===== src/rtl/gpio_port_pkg.sv =====
package gpio_port_pkg;

  // byte offsets of the register window (bits 1:0 ignored)
  localparam logic [31:0] OFF_VAL     = 32'h000;
  localparam logic [31:0] OFF_DIR     = 32'h080;
  localparam logic [31:0] OFF_PINS    = 32'h100;
  localparam logic [31:0] OFF_VAL_SET = 32'h200;
  localparam logic [31:0] OFF_VAL_CLR = 32'h280;
  localparam logic [31:0] OFF_VAL_INV = 32'h300;
  localparam logic [31:0] OFF_DIR_SET = 32'h380;
  localparam logic [31:0] OFF_DIR_CLR = 32'h400;
  localparam logic [31:0] OFF_DIR_INV = 32'h480;

  typedef enum logic [2:0] {
    BOP_HOLD,
    BOP_LOAD,
    BOP_SET,
    BOP_CLR,
    BOP_INV
  } bit_op_e;

  typedef enum logic [1:0] {
    RSEL_ZERO,
    RSEL_VAL,
    RSEL_DIR,
    RSEL_PINS
  } rd_sel_e;

  typedef struct packed {
    bit_op_e val_op;
    bit_op_e dir_op;
  } wr_ctl_t;

endpackage


===== src/rtl/gpio_port_decode.sv =====
module gpio_port_decode
  import gpio_port_pkg::*;
#(
  parameter int unsigned ADDR_W = 12
) (
  input  logic [ADDR_W-1:0] addr,
  input  logic              we,
  output wr_ctl_t           wr,
  output rd_sel_e           rsel
);

  logic [31:0] word_addr;

  assign word_addr = 32'(addr) & ~32'h3;

  always_comb begin
    wr.val_op = BOP_HOLD;
    wr.dir_op = BOP_HOLD;
    rsel      = RSEL_ZERO;
    case (word_addr)
      OFF_VAL: begin
        rsel = RSEL_VAL;
        if (we) wr.val_op = BOP_LOAD;
      end
      OFF_DIR: begin
        rsel = RSEL_DIR;
        if (we) wr.dir_op = BOP_LOAD;
      end
      OFF_PINS:    rsel = RSEL_PINS;
      OFF_VAL_SET: if (we) wr.val_op = BOP_SET;
      OFF_VAL_CLR: if (we) wr.val_op = BOP_CLR;
      OFF_VAL_INV: if (we) wr.val_op = BOP_INV;
      OFF_DIR_SET: if (we) wr.dir_op = BOP_SET;
      OFF_DIR_CLR: if (we) wr.dir_op = BOP_CLR;
      OFF_DIR_INV: if (we) wr.dir_op = BOP_INV;
      default: ;
    endcase
  end

endmodule


===== src/rtl/gpio_port_bitreg.sv =====
module gpio_port_bitreg
  import gpio_port_pkg::*;
#(
  parameter int unsigned WIDTH = 29
) (
  input  logic             clk,
  input  logic             rst_n,
  input  bit_op_e          op,
  input  logic [WIDTH-1:0] wd,
  output logic [WIDTH-1:0] q
);

  always_ff @(posedge clk or negedge rst_n) begin
    if (!rst_n) begin
      q <= '0;
    end else begin
      case (op)
        BOP_LOAD: q <= wd;
        BOP_SET:  q <= q | wd;
        BOP_CLR:  q <= q & ~wd;
        BOP_INV:  q <= q ^ wd;
        default:  q <= q;
      endcase
    end
  end

endmodule


===== src/rtl/gpio_port_sync.sv =====
module gpio_port_sync #(
  parameter int unsigned WIDTH  = 29,
  parameter int unsigned STAGES = 2
) (
  input  logic             clk,
  input  logic             rst_n,
  input  logic [WIDTH-1:0] d,
  output logic [WIDTH-1:0] q
);

  logic [WIDTH-1:0] stage [STAGES];

  always_ff @(posedge clk or negedge rst_n) begin
    if (!rst_n) stage[0] <= '0;
    else        stage[0] <= d;
  end

  for (genvar s = 1; s < STAGES; s++) begin : g_stage
    always_ff @(posedge clk or negedge rst_n) begin
      if (!rst_n) stage[s] <= '0;
      else        stage[s] <= stage[s-1];
    end
  end

  assign q = stage[STAGES-1];

endmodule


===== src/rtl/gpio_port.sv =====
module gpio_port
  import gpio_port_pkg::*;
#(
  parameter int unsigned PIN_N  = 29,
  parameter int unsigned ADDR_W = 12,
  parameter int unsigned DATA_W = 32,
  parameter int unsigned SYNC_N = 2
) (
  input  logic              clk,
  input  logic              rst_n,
  input  logic [ADDR_W-1:0] bus_addr,
  input  logic              bus_we,
  input  logic [DATA_W-1:0] bus_wdata,
  output logic [DATA_W-1:0] bus_rdata,
  input  logic [PIN_N-1:0]  pin_in,
  output logic [PIN_N-1:0]  pin_out,
  output logic [PIN_N-1:0]  pin_oe
);

  localparam int unsigned PAD_W = DATA_W - PIN_N;

  wr_ctl_t          wr;
  rd_sel_e          rsel;
  logic [PIN_N-1:0] val_q;
  logic [PIN_N-1:0] dir_q;
  logic [PIN_N-1:0] pins_sync;
  logic [PIN_N-1:0] rd_pick;

  gpio_port_decode #(.ADDR_W(ADDR_W)) u_decode (
    .addr (bus_addr),
    .we   (bus_we),
    .wr   (wr),
    .rsel (rsel)
  );

  gpio_port_bitreg #(.WIDTH(PIN_N)) u_val (
    .clk   (clk),
    .rst_n (rst_n),
    .op    (wr.val_op),
    .wd    (bus_wdata[PIN_N-1:0]),
    .q     (val_q)
  );

  gpio_port_bitreg #(.WIDTH(PIN_N)) u_dir (
    .clk   (clk),
    .rst_n (rst_n),
    .op    (wr.dir_op),
    .wd    (bus_wdata[PIN_N-1:0]),
    .q     (dir_q)
  );

  gpio_port_sync #(.WIDTH(PIN_N), .STAGES(SYNC_N)) u_sync (
    .clk   (clk),
    .rst_n (rst_n),
    .d     (pin_in),
    .q     (pins_sync)
  );

  always_comb begin
    case (rsel)
      RSEL_VAL:  rd_pick = val_q;
      RSEL_DIR:  rd_pick = dir_q;
      RSEL_PINS: rd_pick = pins_sync;
      default:   rd_pick = '0;
    endcase
  end

  always_ff @(posedge clk or negedge rst_n) begin
    if (!rst_n) bus_rdata <= '0;
    else        bus_rdata <= {{PAD_W{1'b0}}, rd_pick};
  end

  assign pin_out = val_q;
  assign pin_oe  = dir_q;

endmodule


===== config.mk =====
export PLATFORM = sky130hd
export DESIGN_NAME = gpio_port
export DESIGN_NICKNAME = d
export VERILOG_FILES = /design/src/rtl/gpio_port_pkg.sv /design/src/rtl/gpio_port_decode.sv /design/src/rtl/gpio_port_bitreg.sv /design/src/rtl/gpio_port_sync.sv /design/src/rtl/gpio_port.sv
export SDC_FILE = /design/constraint.sdc
export NUM_CORES = 1
export LEC_CHECK = 0
export BUFFER_PORTS_ARGS = -buffer_cell sky130_fd_sc_hd__buf_2
export CAP_MARGIN = 25
export CORE_MARGIN = 3
export CORE_UTILIZATION = 55
export CTS_BUF_LIST = sky130_fd_sc_hd__clkbuf_16
export CTS_CLUSTER_SIZE = 10
export DETAILED_ROUTE_END_ITERATION = 10
export HOLD_SLACK_MARGIN = 0.06
export PLACE_DENSITY = 0.82
export SYNTH_ARGS = -nofsm -noshare
export SYNTH_HDL_FRONTEND = slang
export SYNTH_SLANG_ARGS = --single-unit
export TNS_END_PERCENT = 20

===== constraint.sdc =====
create_clock -name clk -period 2.85 [get_ports clk]
set_clock_uncertainty 0.15 [all_clocks]
set_input_delay 0.57 -clock clk [delete_from_list [all_inputs] [get_ports clk]]
set_output_delay 0.57 -clock clk [all_outputs]
set_load 0.01 [all_outputs]

; ---- After elaboration in Yosys (flattened, before gate mapping)
; Cells that the tools add are included.
[totals]
register_bits = 145
latch_bits = 0
ram_bits = 0
rom_bits = 0
in_bits = 76
memories = 0
[op_classes]
addsub = 0
n_mul = 0
div_mod_pow = 0
n_lt_le_gt_ge = 0
eq_ne = 19
n_shift = 0
muxes = 10
bitwise_logic = 7
n_reduce_logical = 3
[op_table]
columns = op, count
row1 = 29-bit one-hot mux with 4 select lines, 2
row2 = 29-bit one-hot mux with 3 select lines, 1
row3 = 29-bit bitwise AND, 2
row4 = 29-bit OR, 2
row5 = 29-bit bitwise XOR, 2
row6 = "10-bit by 8-bit == test with 1-bit output, second input constant", 4
row7 = 32-bit zero test, 1
row8 = 29-bit NOT, 1
row9 = 3-bit one-hot mux with 4 select lines, 2
row10 = "10-bit by 9-bit == test with 1-bit output, second input constant", 2
row11 = "3-bit by 2-bit == test with 1-bit output, second input constant", 4
row12 = "10-bit by 6-bit == test with 1-bit output, second input constant", 1
row13 = "10-bit by 7-bit == test with 1-bit output, second input constant", 1
row14 = 4-bit nonzero test, 2
row15 = "3-bit by 1-bit == test with 1-bit output, second input constant", 2
row16 = "3-bit == test, second input constant", 2
row17 = 2-bit one-hot mux with 3 select lines, 1
row18 = "2-bit == test, second input constant", 2
row19 = 2-bit two-way mux, 2
row20 = 3-bit two-way mux, 1
row21 = "2-bit by 1-bit == test with 1-bit output, second input constant", 1
row22 = 1-bit two-way mux, 1

; ---- Depth between registers and ports, before layout
[depth]
ltp_word = 4
ltp_mapped = 8
depth_no_buf = 6

; ---- Hierarchy
; Synthesis repeated with hierarchy kept, for this count alone.
[hier_totals]
cells_unflattened = 885
hier_area_um2 = 8901.0
[by_module_without_submodules]
columns = module, instances, cells_each, area_each_um2
row1 = gpio_port_bitreg, 2, 336, 2791.4
row2 = gpio_port_sync, 1, 87, 1669.1
row3 = gpio_port, 1, 101, 1432.6
row4 = gpio_port_decode, 1, 25, 216.5

; ---- Worst setup path after synthesis
; OpenSTA, ideal clock, no wires.
[synth_timing]
kind = input to register
startpoint = in bus_addr[9]
endpoint = reg u_dir.q[24]
arrival_time_ps = 2089
slack_ps = 517
path_stages = 7
n_path_buf = 3
path_cell_list = buf_4 -> or4b_1 -> a211oi_2 -> buf_4 -> buf_6 -> o211ai_1 -> a221oi_2
[synth_between]
elab_chain_cells = 4
[synth_rtl]
columns = item, line_no
row1 = start: declaration, gpio_port.sv:11  ; input logic [ADDR_W-1:0] bus_addr,
row2 = 10-bit by 9-bit == test with 1-bit output (tied with other cells), gpio_port_decode.sv:20  ; case (word_addr)
row3 = 3-bit one-hot mux with 4 select lines *, gpio_port_decode.sv:20
row4 = 3-bit == test (tied with other cells), gpio_port_bitreg.sv:17  ; case (op)
row5 = 29-bit one-hot mux with 4 select lines / 4-bit nonzero test (equally long branches), --
row6 = end signal: assignment, gpio_port_bitreg.sv:18  ; BOP_LOAD: q <= wd;
row7 = end signal: assignment, gpio_port_bitreg.sv:19  ; BOP_SET: q <= q | wd;
row8 = end signal: assignment, gpio_port_bitreg.sv:20  ; BOP_CLR: q <= q & ~wd;
row9 = end: declaration, gpio_port_bitreg.sv:10  ; output logic [WIDTH-1:0] q
; Every way passes the cells marked *; elsewhere a longest branch is shown, timed or not.
; A chain may end at the register's enable or synchronous reset.

; ---- Worst setup path after layout
[layout_timing]
startpoint = in bus_addr[6]
endpoint = reg u_dir.q[21]
; The elaborated chain is that of the path after synthesis.

==> results.py <==
metrics = {
    "status": {
        "status": "finished, final reports clean",
    },
    "worst_setup_path": {
        "crit_arrival_ns": 2.37,
        "cp_max_fo": 22,
        "cp_top_family": "compound AO/OA/AOI/OAI gates",
        "cp-start-kind": "input port",
        "worstSetupPathType": "in2reg",
        "cp_num_buf_inv": 2,
        "cpMaxStageDelayCell": "or4_1",
        "cp_slowest_stage_delay_ns": 0.68,
        "path_cells": "buf_2 -> or4_1 -> a211oi_4 -> buf_12 -> o211ai_1 -> a221oi_1",
        "worstSetupEndpointType": "flip-flop",
        "required_ns": 3.01,
    },
    "sta": {
        "timing.fmax_mhz": 453.4,
        "setup_viol": 0,
        "slew-limit-headroom_pct": 47.18,
        "tightestPinTransition_ns": 0.7924,
        "min_period_ns": 2.206,
        "tns_ns": 0,
        "rsz0062_at_grt": "false",
        "timing.final.ws_setup_ns": 0.6444,
        "period_share_pct": 77.39,
        "final_max_slew_viol_count": 0,
        "hold_viol_final": 0,
    },
    "die": {
        "initial_core_util_pct": 57.42,
        "die_w_um": 133.4,
        "num_rows": 45,
        "die_h_um": 133.4,
        "ios": 166,
        "dieArea_sq_um": 17790,
        "core_area_sq_um": 15540,
    },
    "clock_network": {
        "cts_sinks": 145,
        "cts_tree": "built",
        "cts_made_buffers": 17,
        "cts-root-buf": "clkbuf_16",
        "cts_max_level": 4,
        "clock_path_buffers": 2,
        "clock_latency_ns": 0.43,
        "clk_pin_slew_ns": 0.06,
    },
    "cells_and_area": {
        "diodes": 0,
        "layout.nets": 1267,
        "drive_gt1_share_pct": 23.50,
        "area.growth.synth_to_final_pct": 18.03,
        "instances_no_fill": 1296,
    },
    "global_routing": {
        "track_usage_pct": 27.04,
        "grt-ovfl-total": 0,
        "grt_pass1_wl_um": 38330,
        "antenna_found_initial": 1,
        "grt_max_degree": 64,
        "grt_pass1_vias": 7579,
    },
    "detailed_routing": {
        "wl_um": 23820,
        "viasPerCell": 5.835,
        "initialDrtViolationCount": 665,
        "wl_per_cell_um": 18.38,
        "drtPass1Iterations": 5,
        "vias": 7562,
        "drc": 0,
        "ant_nets": 0,
    },
    "run": {
        "cap_violations": 0,
    },
    "pwr": {
        "p_total_uw": 4926,
        "peakVddDrop_uv": 431.0,
        "p_leak_uw": 0.005248,
        "p_per_area_nw_per_um2": 467.7,
    },
    "logic_synthesis": {
        "ys_types": 44,
        "synthFlopType": "dfrtp_1",
        "yosysMostFrequentCell": "dfrtp_1",
        "synth_edf_count": 0,
        "synthCells": 931,
        "synth_warnings": 0,
        "netlist_area_sq_um": 8924,
        "ys_ff_latch": 145,
        "avgSynthCellArea_sq_um": 9.585,
        "yosys-top-cells-count": "dfrtp_1, ha_1, inv_1",
        "synth.top_cell.area_share_pct": 40.66,
        "ys_seq_area_share_pct": 40.66,
        "synth_top_cell_by_area": "dfrtp_1",
        "ys_top_cells_by_area": "dfrtp_1, ha_1, o31ai_1",
        "async_reset_ff_share_pct": 100.0,
    },
    "min_path": {
        "hold_class": "in2reg",
    },
    "placement": {
        "io_buffers": 157,
        "placedCellCount": 1266,
        "gp_congestion": 0.8016,
        "hpwl_um": 15340,
        "post-place-ws_ns": 0.1822,
    },
}
[registers in the layout, summed over array words and instances, names as in the netlist]
register      count
bus_rdata        29
u_dir.q          29
u_sync.q         29
u_sync.stage     29
u_val.q          29
[worst paths after layout]
path	startpoint	endpoint	slack, ns	cells after the start
worst min-delay path	pin_in[7]	u_sync.stage[36]	0.09	1
worst min register to register	u_sync.stage[30]	u_sync.q[1]	0.20	0
worst max-delay path	bus_addr[6]	u_dir.q[21]	0.64	6
worst max register to register	u_val.q[12]	u_val.q[12]	1.32	5
max in group asynchronous	rst_n	u_dir.q[6]	1.28	3
min in group asynchronous	rst_n	u_sync.q[1]	0.53	2
[worst register-to-register path, cell delays in order, from the launching register on]
cell and delay [ns]:
dfrtp_1 0.46, inv_1 0.08, ha_1 0.28, nor2_1 0.04, o21ba_2 0.22, o31ai_1 0.22
[layout by cell type (no fill, tap or decap), types with 33 or more instances in the layout]
| cell | count |
|---|---|
| dfrtp_1 | 145 |
| o31ai_1 | 54 |
| nand2b_1 | 54 |
| inv_1 | 90 |
| buf_2 | 155 |
| o21ai_0 | 58 |
| a21oi_1 | 77 |
| ha_1 | 116 |
| buf_4 | 33 |
| nor2_1 | 86 |
[area by class of cell]
| type | count | area, sq um |
|---|---|---|
| fillers | 1244 | 5007 |
| multi-input cells | 630 | 4700 |
| flip-flops and latches | 145 | 3628 |
| repair buffers | 193 | 1105 |
| clock buffers | 17 | 425.4 |
| inverters | 88 | 330.3 |
| well taps | 211 | 264.0 |
| clock inverters | 12 | 80.08 |
[layer usage]
metal / track usage, % / share of wire (%) / up-vias
met1: 34.52 / 41 / 3672
met3: 5.363 / 8.0 / 59
met2: 45.91 / 48 / 332
li1: - / - / 3497
met5: 0 / 0.029 / -
met4: 9.714 / 2.5 / 2
[cell families (layout without fill, tap and decap cells)]
family | count (synthesis) | in the layout | synth area share (%)
AOI/OAI and AO/OA | 281 | 281 | 21.26
xor gates and xnor gates | 1 | 1 | 0.09817
adders and majority gates | 117 | 117 | 16.38
buffers and inverters | 158 | 310 | 7.249
DFF | 145 | 145 | 40.66
muxes | 31 | 31 | 3.477
other | 1 | 3 | 0.04202
and+or+nand+nor | 197 | 197 | 10.84
[power breakdown]
| group | total, uW | switching, uW | internal, uW |
|---|---|---|---|
| combinational | 694 | 423 | 271 |
| sequential | 2250 | 95.6 | 2160 |
| clock | 1980 | 824 | 1160 |
[repair_timing]
action	CTS	global route
buffers inserted	0	0
hold endpoints to repair	56	0
hold buffers	1	0
gates resized for setup	0	0
[per-stage QoR]
step / utilization, % / hold WS [ns] / cell area [sq um]
after global placement: 64.46 / 0.1815 / 10020
after CTS: 67.78 / 0.08479 / 10530
after floorplan: - / 0.1244 / 8931
after global routing: 67.78 / 0.08006 / 10530
final: 67.78 / 0.09307 / 10530
after detailed placement: 64.46 / 0.1847 / 10020
No activity file was read; power rests on OpenSTA's default activity.
